[src/rtl/irqp_pkg.sv]
package irqp_pkg;
   localparam int MAX_CPU = 16;
   localparam int LINES   = 16;
   localparam int LVL_W   = 4;
   localparam int EXT_W   = 4;

   typedef logic [LINES-1:0] line_vec_t;

   localparam line_vec_t KEEP_MASK = 16'hFFFE;

   function automatic logic [LVL_W-1:0] top_index(input line_vec_t v);
      logic [LVL_W-1:0] r;
      r = '0;
      for (int i = 1; i < LINES; i++) begin
         if (v[i]) r = LVL_W'(i);
      end
      return r;
   endfunction
endpackage

[src/rtl/irqp_prio_sel.sv]
module irqp_prio_sel
   import irqp_pkg::*;
(
   input  line_vec_t        pend_v,
   input  line_vec_t        force_v,
   input  line_vec_t        mask_v,
   input  line_vec_t        tier_v,
   output logic [LVL_W-1:0] idx
);
   line_vec_t active, upper, lower, chosen;

   always_comb begin
      active = (pend_v | force_v) & mask_v;
      upper  = active & tier_v;
      lower  = active & ~tier_v;
      chosen = (|upper) ? upper : lower;
      idx    = top_index(chosen);
   end
endmodule

[src/rtl/irqp_cpu_slice.sv]
module irqp_cpu_slice
   import irqp_pkg::*;
(
   input  logic             clk,
   input  logic             rst_n,
   input  logic             mask_we,
   input  logic             force_we,
   input  logic             alias_we,
   input  logic             ext_we,
   input  logic [31:0]      wdata,
   input  line_vec_t        bcast_set,
   input  logic             ack_hit,
   input  logic [LVL_W-1:0] ack_n,
   input  line_vec_t        pending,
   input  line_vec_t        tier,
   output line_vec_t        mask_q,
   output line_vec_t        force_q,
   output logic [EXT_W-1:0] ext_q,
   output logic [LVL_W-1:0] req_q
);
   line_vec_t        force_n;
   logic [LVL_W-1:0] idx;

   always_comb begin
      force_n = force_q;
      if (alias_we)
         force_n = wdata[15:0] & KEEP_MASK;
      else if (force_we)
         force_n = (force_q | (wdata[15:0] & KEEP_MASK)) & ~(wdata[31:16] & KEEP_MASK);
      if (ack_hit)
         force_n = force_n & ~(line_vec_t'(1) << ack_n);
      force_n = force_n | bcast_set;
   end

   irqp_prio_sel u_sel (
      .pend_v  (pending),
      .force_v (force_q),
      .mask_v  (mask_q),
      .tier_v  (tier),
      .idx     (idx)
   );

   always_ff @(posedge clk or negedge rst_n) begin
      if (!rst_n) begin
         mask_q  <= '0;
         force_q <= '0;
         ext_q   <= '0;
         req_q   <= '0;
      end else begin
         if (mask_we) mask_q <= wdata[15:0] & KEEP_MASK;
         if (ext_we)  ext_q  <= wdata[EXT_W-1:0];
         force_q <= force_n;
         req_q   <= idx;
      end
   end
endmodule

[src/rtl/irq_prio_ctrl.sv]
module irq_prio_ctrl
   import irqp_pkg::*;
#(
   parameter int N_CPU = 4
) (
   input  logic               clk,
   input  logic               rst_n,
   input  logic [15:0]        irq_in,
   input  logic               bus_sel,
   input  logic               bus_wr,
   input  logic [7:0]         bus_addr,
   input  logic [31:0]        bus_wdata,
   output logic [31:0]        bus_rdata,
   input  logic [N_CPU-1:0]   ack_valid,
   input  logic [4*N_CPU-1:0] ack_num,
   output logic [4*N_CPU-1:0] req_level
);
   localparam int CPU_W = $clog2(MAX_CPU);

   if (N_CPU < 1 || N_CPU > MAX_CPU) begin : g_bad_cpu
      $error("irq_prio_ctrl: N_CPU out of range");
   end

   line_vec_t tier_q, pend_q, bcast_q, pend_n, bcast_set;
   line_vec_t mask_all  [MAX_CPU];
   line_vec_t force_all [MAX_CPU];
   logic [EXT_W-1:0] ext_all [MAX_CPU];
   logic [N_CPU*LINES-1:0] mask_flat, force_flat;

   logic       wr_ok, rd_ok;
   logic [5:0] word;
   logic [CPU_W-1:0] sub;

   assign wr_ok = bus_sel && bus_wr && (bus_addr[1:0] == 2'b00);
   assign rd_ok = bus_sel && !bus_wr && (bus_addr[1:0] == 2'b00);
   assign word  = bus_addr[7:2];
   assign sub   = word[3:0];

   assign bcast_set = irq_in & bcast_q & KEEP_MASK;

   always_comb begin
      pend_n = pend_q;
      if (wr_ok && word == 6'h03)
         pend_n = pend_n & ~(bus_wdata[15:0] & KEEP_MASK);
      for (int c = 0; c < N_CPU; c++) begin
         if (ack_valid[c])
            pend_n = pend_n & ~(line_vec_t'(1) << ack_num[c*4 +: 4]);
      end
      pend_n = pend_n | (irq_in & ~bcast_q & KEEP_MASK);
   end

   always_ff @(posedge clk or negedge rst_n) begin
      if (!rst_n) begin
         tier_q  <= '0;
         pend_q  <= '0;
         bcast_q <= '0;
      end else begin
         if (wr_ok && word == 6'h00) tier_q  <= bus_wdata[15:0] & KEEP_MASK;
         if (wr_ok && word == 6'h05) bcast_q <= bus_wdata[15:0] & KEEP_MASK;
         pend_q <= pend_n;
      end
   end

   for (genvar c = 0; c < MAX_CPU; c++) begin : g_cpu
      if (c < N_CPU) begin : g_live
         irqp_cpu_slice u_slice (
            .clk       (clk),
            .rst_n     (rst_n),
            .mask_we   (wr_ok && word[5:4] == 2'b01 && sub == CPU_W'(c)),
            .force_we  (wr_ok && word[5:4] == 2'b10 && sub == CPU_W'(c)),
            .alias_we  ((c == 0) && wr_ok && word == 6'h02),
            .ext_we    (wr_ok && word[5:4] == 2'b11 && sub == CPU_W'(c)),
            .wdata     (bus_wdata),
            .bcast_set (bcast_set),
            .ack_hit   (ack_valid[c]),
            .ack_n     (ack_num[c*4 +: 4]),
            .pending   (pend_q),
            .tier      (tier_q),
            .mask_q    (mask_all[c]),
            .force_q   (force_all[c]),
            .ext_q     (ext_all[c]),
            .req_q     (req_level[c*4 +: 4])
         );
         assign mask_flat[c*LINES +: LINES]  = mask_all[c];
         assign force_flat[c*LINES +: LINES] = force_all[c];
      end else begin : g_absent
         assign mask_all[c]  = '0;
         assign force_all[c] = '0;
         assign ext_all[c]   = '0;
      end
   end

   always_comb begin
      bus_rdata = '0;
      if (rd_ok) begin
         case (word[5:4])
            2'b01:   bus_rdata = {16'h0, mask_all[sub]};
            2'b10:   bus_rdata = {16'h0, force_all[sub]};
            2'b11:   bus_rdata = {28'h0, ext_all[sub]};
            default: begin
               case (word[3:0])
                  4'h0:    bus_rdata = {16'h0, tier_q};
                  4'h1:    bus_rdata = {16'h0, pend_q};
                  4'h2:    bus_rdata = {16'h0, force_all[0]};
                  4'h5:    bus_rdata = {16'h0, bcast_q};
                  default: bus_rdata = '0;
               endcase
            end
         endcase
      end
   end
endmodule

[config.mk]
export PLATFORM = sky130hd
export DESIGN_NAME = irq_prio_ctrl
export DESIGN_NICKNAME = d
export VERILOG_FILES = /design/src/rtl/irqp_pkg.sv /design/src/rtl/irqp_prio_sel.sv /design/src/rtl/irqp_cpu_slice.sv /design/src/rtl/irq_prio_ctrl.sv
export SDC_FILE = /design/constraint.sdc
export NUM_CORES = 1
export LEC_CHECK = 0
export ABC_CLOCK_PERIOD_IN_PS = 2500
export CORE_MARGIN = 3
export CORE_UTILIZATION = 38
export CTS_CLUSTER_DIAMETER = 60
export DETAILED_ROUTE_END_ITERATION = 7
export PLACE_DENSITY = 0.61
export SETUP_SLACK_MARGIN = 0.4
export SKIP_CTS_REPAIR_TIMING = 1
export SLEW_MARGIN = 25
export SYNTH_ARGS = -nofsm -noshare
export SYNTH_HDL_FRONTEND = slang
export SYNTH_SLANG_ARGS = --single-unit
[constraint.sdc]
create_clock -name clk -period 2.5 [get_ports clk]
set_clock_uncertainty 0.05 [all_clocks]
set_input_delay 0.5 -clock clk [delete_from_list [all_inputs] [get_ports clk]]
set_output_delay 0.5 -clock clk [all_outputs]
set_load 0.005 [all_outputs]
Word-level counts from Yosys, hierarchy flattened
Index checks and enable logic that the tools add are counted.
- bits in registers: 202
- input bits: 80
- output and inout bits: 48
- logic and storage cells: 204
- order comparisons: 1
- eq/ne operators: 10
- shifts and indexed selects: 4
- muxes and demuxes: 90
- bitwise operators: 49
- reduce and logical (&&, ||, !) cells: 31
- operators with widths (operator ; count):
    bitwise AND 16 bit ; 27
    2-to-1 mux 16 bit ; 23
    2-to-1 mux 4 bit ; 58
    OR 16 bit ; 13
    binary-select mux 16 bit (select 4 bit) ; 2
    NOT 16 bit ; 8
    one-hot mux 16 bit (4 select lines) ; 1
    OR reduction 16 bit ; 4
    left shift 1 x 4 -> 16 bit, first input constant ; 4
    one-hot mux 16 bit (3 select lines) ; 1
    logical AND 1 bit ; 23
    binary-select mux 4 bit (select 4 bit) ; 1
    == test 6 x 2 -> 1 bit, second input constant ; 2
    == test 4 x 2 -> 1 bit, second input constant ; 2
    == test 6 x 3 -> 1 bit, second input constant ; 1
    logical NOT 6 bit ; 1
    greater-or-equal comparator 5 bit, second input constant ; 1
    NOT 4 -> 5 bit ; 1
    == test 2 bit, second input constant ; 2
    == test 4 x 1 -> 1 bit, second input constant ; 1
    == test 4 x 3 -> 1 bit, second input constant ; 1
    logical NOT 4 bit ; 1
    2-to-1 mux 1 bit ; 4
    == test 2 x 1 -> 1 bit, second input constant ; 1
    2 further kinds ; 2

Longest topological paths before layout
- depth in word-level cells: 20
- gate-level depth with buffers: 11
- mapped depth without buffers: 8

Modules after synthesis
A second synthesis with hierarchy kept.
- cells, all modules: 1451
- area total of the unflattened synthesis: 14268.7 um2
- by module, submodules not included (module ; instances ; cells each ; area each (um2) ; seq. area each (um2)):
    irqp_cpu_slice ; 4 ; 176 ; 1861.8 ; 975.9
    irq_prio_ctrl ; 1 ; 483 ; 4799.6 ; 1151.1
    irqp_prio_sel ; 4 ; 66 ; 505.5 ; 0.0

Worst setup path after synthesis
OpenSTA, ideal clock, no wires.
- path type: in2out
- start point: in bus_addr[2]
- end point: out bus_rdata[1]
- arrival: 2.089 ns
- required time: 1.950 ns
- path slack: -0.139 ns
- stages: 7
- path buffers: 3
- cell sequence: buf_2 > buf_2 > buf_2 > mux4_2 > a22o_1 > a21oi_1 > nor2_1
- longest elaborated chain between the ends: 6
- elaborated cells between the ends (all ways): 17
- classes of those cells: eq/ne (3); mux (12); bitwise (1); reduce/logical (1)
- ends and longest elaborated chain (what ; RTL line ; text):
    start: declaration ; irq_prio_ctrl.sv:11 ; input logic [7:0] bus_addr,
    NOT 4 -> 5 bit (not written as such) ; irq_prio_ctrl.sv:97, irq_prio_ctrl.sv:98, irq_prio_ctrl.sv:99 ;
    binary-select mux 4 bit (select 4 bit) (tied with other cells) ; irq_prio_ctrl.sv:99 ; 2'b11: bus_rdata = {28'h0, ext_all[sub]};
    2-to-1 mux 4 bit (not written as such) (tied with other cells) (2 in a row) ; irq_prio_ctrl.sv:99 ;
    one-hot mux 16 bit (3 select lines) * ; irq_prio_ctrl.sv:96 ; case (word[5:4])
    2-to-1 mux 16 bit * ; irq_prio_ctrl.sv:95 ; if (rd_ok) begin
    end: declaration ; irq_prio_ctrl.sv:13 ; output logic [31:0] bus_rdata,
Mark *: on every way between the ends. The rest lies on a longest branch, timed or not. The select of a mux whose other input is x is not followed.

Worst setup path in the final report
- start point: reg g_cpu[0].g_live.u_slice.mask_q[2]
- end point: out bus_rdata[2]
- longest elaborated chain between the ends: 5
- ends and longest elaborated chain (what ; RTL line ; text):
    start: declaration ; irqp_cpu_slice.sv:16 ; output line_vec_t mask_q,
    start signal: assignment ; irqp_cpu_slice.sv:50 ; if (mask_we) mask_q <= wdata[15:0] & KEEP_MASK;
    binary-select mux 16 bit (select 4 bit) ; irq_prio_ctrl.sv:97 ; 2'b01: bus_rdata = {16'h0, mask_all[sub]};
    2-to-1 mux 16 bit (not written as such) (2 in a row) ; irq_prio_ctrl.sv:97 ;
    one-hot mux 16 bit (3 select lines) ; irq_prio_ctrl.sv:96 ;
    2-to-1 mux 16 bit ; irq_prio_ctrl.sv:95 ;
No other way between the ends. The select of a mux whose other input is x is not followed.

==> results_dict.tcl <==
set metrics [dict create \
    die_h_um 188 \
    ys.flop_type "sky130_fd_sc_hd__dfrtp_1" \
    failed_checks "negative setup slack" \
    grt_start_max_net_pins 56 \
    post-dp-hpwl_um 41900 \
    layout_worst_path_cycle_share_pct 112 \
    outcome "complete, but fails checks" \
    io-pin-count 128 \
    regToRegStartpoint "pend_q[1]$_DFF_PN0_" \
    post_dp_cell_area_um2 16000 \
    initial_utilization_pct 38.7 \
    syn_area_um2 12600 \
    placementRows 66 \
    routed_wl_um 57100 \
    detail-route-antenna-nets 0 \
    drt_first_iter_violations 1502 \
    area.growth.synth_to_final_pct 48.4 \
    path_max_fanout 3 \
    drive_above_1_share_pct 45.2 \
    ff2ff_setup_slack_ns -0.12 \
    grt_pass1_wl_um 79000 \
    global_route.usage.total_pct 29.7 \
    worst-r2r-cell-count 11 \
    maxCapViolations 0 \
    critical_path_arrival_ns 2.24 \
    placeableCoreArea_um2 32600 \
    slew_limit_headroom_pct 57.4 \
    port_buffers 109 \
    synth_common_cells "sky130_fd_sc_hd__dfrtp_1 (202), sky130_fd_sc_hd__mux2_2 (109), sky130_fd_sc_hd__a21oi_1 (97), sky130_fd_sc_hd__o21ai_0 (96), sky130_fd_sc_hd__nand2_1 (93)" \
    timing.critical_path.to_type "primary output" \
    first_global_vias 11800 \
    cts_inserted_buffers 27 \
    power_density_nw_per_um2 584 \
    worst_hold_path_type "in -> async" \
    async_flop_share_pct 100 \
    vias 12900 \
    synth_largest_area_cell "sky130_fd_sc_hd__dfrtp_1" \
    detailedRoute.firstPassIterationCount 8 \
    initial_antenna_violation_count 0 \
    synth.top_cells.by_area "sky130_fd_sc_hd__dfrtp_1 (40%), sky130_fd_sc_hd__mux2_2 (9.7%), sky130_fd_sc_hd__mux4_2 (6.2%)" \
    power.leakage_nw 8.57 \
    die_width_um 188 \
    wl_per_cell_um 27.2 \
    fp.dieArea_um2 35400 \
    cts.clk_slew.worst_paths_ns 0.06 \
    layout_min_cycle_time_ns 2.79 \
    syn-mean-instance-area_um2 10.0 \
    final_nets 1717 \
    rsz0062_at_grt "yes" \
    ys_ff_latch 202 \
    design_area_um2 18700 \
    yosys_warnings 0 \
    synth_edf_count 0 \
    htreeDepth 1 \
    cts_tree "yes" \
    worstSetupStartpoint "g_cpu[0].g_live.u_slice.mask_q[2]$_DFFE_PN0P_" \
    final_hold_viol_count 0 \
    route.detailed.vias_per_inst 6.16 \
    crit-reg2reg-capture "g_cpu[1].g_live.u_slice.req_q[1]$_DFF_PN0_" \
    critical_path_class "reg -> out" \
    clock_sinks 202 \
    total_setup_violations_reported_at_the_end_of_the_flow 26 \
    worst_ep_required_time_ns 1.95 \
    routabilityCongestion 1.01 \
    worst_setup_path_start_kind "flip-flop" \
    drc_violations 0 \
    overall_overflow_remaining_after_global_route 0 \
    num-fill-cells 2795 \
    slew_viol_final 0 \
    fmax_mhz 358 \
    worst_pin_slew_ns 0.637 \
    cts.path.max_buffers 3 \
    yosys.cell_count.top_type "sky130_fd_sc_hd__dfrtp_1" \
    number_of_instances_in_the_synthesized_netlist 1258 \
    diodes 0 \
    cts_root_buf "sky130_fd_sc_hd__clkbuf_16" \
    share_of_the_yosys_chip_area_belonging_to_registers_pct 40.0 \
    post_synth_num_cell_types 74 \
    share_of_the_core_filled_with_cells_in_the_final_layout_pct 57.5 \
    vdd.ir_drop.worst_mv 0.508 \
    synth_top_cell_area_share_pct 40.0 \
    finalWorstSetupSlack_ns -0.292 \
    worst_skew_pair.late_latency_ns 0.55 \
    holdWs_ns 0.450 \
    endpoint "bus_rdata[2]" \
]
power breakdown:
part	switching [mW]	leakage (nW)	total, mW	internal, mW
clock	1.62	0.503	4.41	2.79
combinational	1.18	5.41	2.41	1.24
sequential	0.505	2.66	4.12	3.61
total	3.30	8.57	10.9	7.64
routing by layer:
layer  track usage, %  vias up  share of wire (%)
met5                0        -                  0
met4             7.45        0                3.7
met3             8.67      135                 11
met2             42.9      767                 42
li1                 -     5583                  -
met1             43.9     6444                 43
worst min path at each step:
stage / start / end / slack [ns] / cells past startpoint
detailed placement: g_cpu[1].g_live.u_slice.force_q[0]$_DFFE_PN0P_ / g_cpu[1].g_live.u_slice.force_q[0]$_DFFE_PN0P_ / 0.44 / 1
global placement: g_cpu[1].g_live.u_slice.force_q[0]$_DFFE_PN0P_ / g_cpu[1].g_live.u_slice.force_q[0]$_DFFE_PN0P_ / 0.43 / 1
finish: rst_n / g_cpu[1].g_live.u_slice.mask_q[13]$_DFFE_PN0P_ / 0.45 / 2
global route: g_cpu[1].g_live.u_slice.force_q[0]$_DFFE_PN0P_ / g_cpu[1].g_live.u_slice.force_q[0]$_DFFE_PN0P_ / 0.46 / 1
floorplan: rst_n / bcast_q[10]$_DFFE_PN0P_ / 0.15 / 0
CTS: rst_n / g_cpu[3].g_live.u_slice.mask_q[11]$_DFFE_PN0P_ / -0.11 / 1
cells by family after synthesis:
group / synth area share (%)
buf+inv: 5.49
flops: 40.0
simple gates: 13.5
compound gates: 24.1
mux: 16.8
other cells: 0.0297
critical path: stages, from the launching register on:
cell                       delay, ns
sky130_fd_sc_hd__dfrtp_1        0.40
sky130_fd_sc_hd__mux4_2         0.46
sky130_fd_sc_hd__mux2_4         0.31
sky130_fd_sc_hd__a22o_1         0.22
sky130_fd_sc_hd__a21oi_2        0.13
sky130_fd_sc_hd__nor2_1         0.05
sky130_fd_sc_hd__clkbuf_2       0.11
state kept, by name (all words and copies together), names as in the netlist:
name	cells
g_cpu.g_live.u_slice.force_q	64
g_cpu.g_live.u_slice.mask_q	60
g_cpu.g_live.u_slice.ext_q	16
g_cpu.g_live.u_slice.req_q	16
pend_q	16
bcast_q	15
tier_q	15
cell type report:
type,count,area [um^2],share of cell area (%)
sequential,202,5090,27.2
tap,442,553,2.95
clock buffer,33,758,4.05
inverter,19,71.3,0.381
clock inverter,16,263,1.40
timing repair buffer,448,4260,22.7
multi-input combinational,939,7740,41.3
metrics by stage:
step / setup WS (ns) / power [mW] / instances / TNS (ns)
floorplan: 0.266 / 4.72 / 1273 / 0
global placement: -0.825 / 5.94 / 1965 / -41.17
detailed placement: -0.783 / 5.95 / 1965 / -38.40
CTS: -0.785 / 10.4 / 2014 / -12.26
global route: -0.339 / 11.3 / 2099 / -4.13
finish: -0.292 / 10.9 / 2099 / -2.44
layout by cell type, fill, tap and decap left out, types with 22 or more instances in the layout:
cell / count
sky130_fd_sc_hd__clkbuf_16: 34
sky130_fd_sc_hd__mux2_2: 106
sky130_fd_sc_hd__dfrtp_1: 172
sky130_fd_sc_hd__mux4_2: 35
sky130_fd_sc_hd__buf_12: 29
sky130_fd_sc_hd__dfrtp_2: 30
sky130_fd_sc_hd__nand3_1: 24
sky130_fd_sc_hd__buf_4: 262
sky130_fd_sc_hd__nor3_1: 26
sky130_fd_sc_hd__buf_6: 42
sky130_fd_sc_hd__o21ai_0: 85
sky130_fd_sc_hd__a21o_1: 48
sky130_fd_sc_hd__o211ai_1: 49
sky130_fd_sc_hd__nor2_1: 71
sky130_fd_sc_hd__nand3b_1: 22
sky130_fd_sc_hd__clkdlybuf4s50_1: 86
sky130_fd_sc_hd__nand2_1: 79
sky130_fd_sc_hd__a21oi_1: 80
Note: power is estimated with default switching activity, not from simulation.
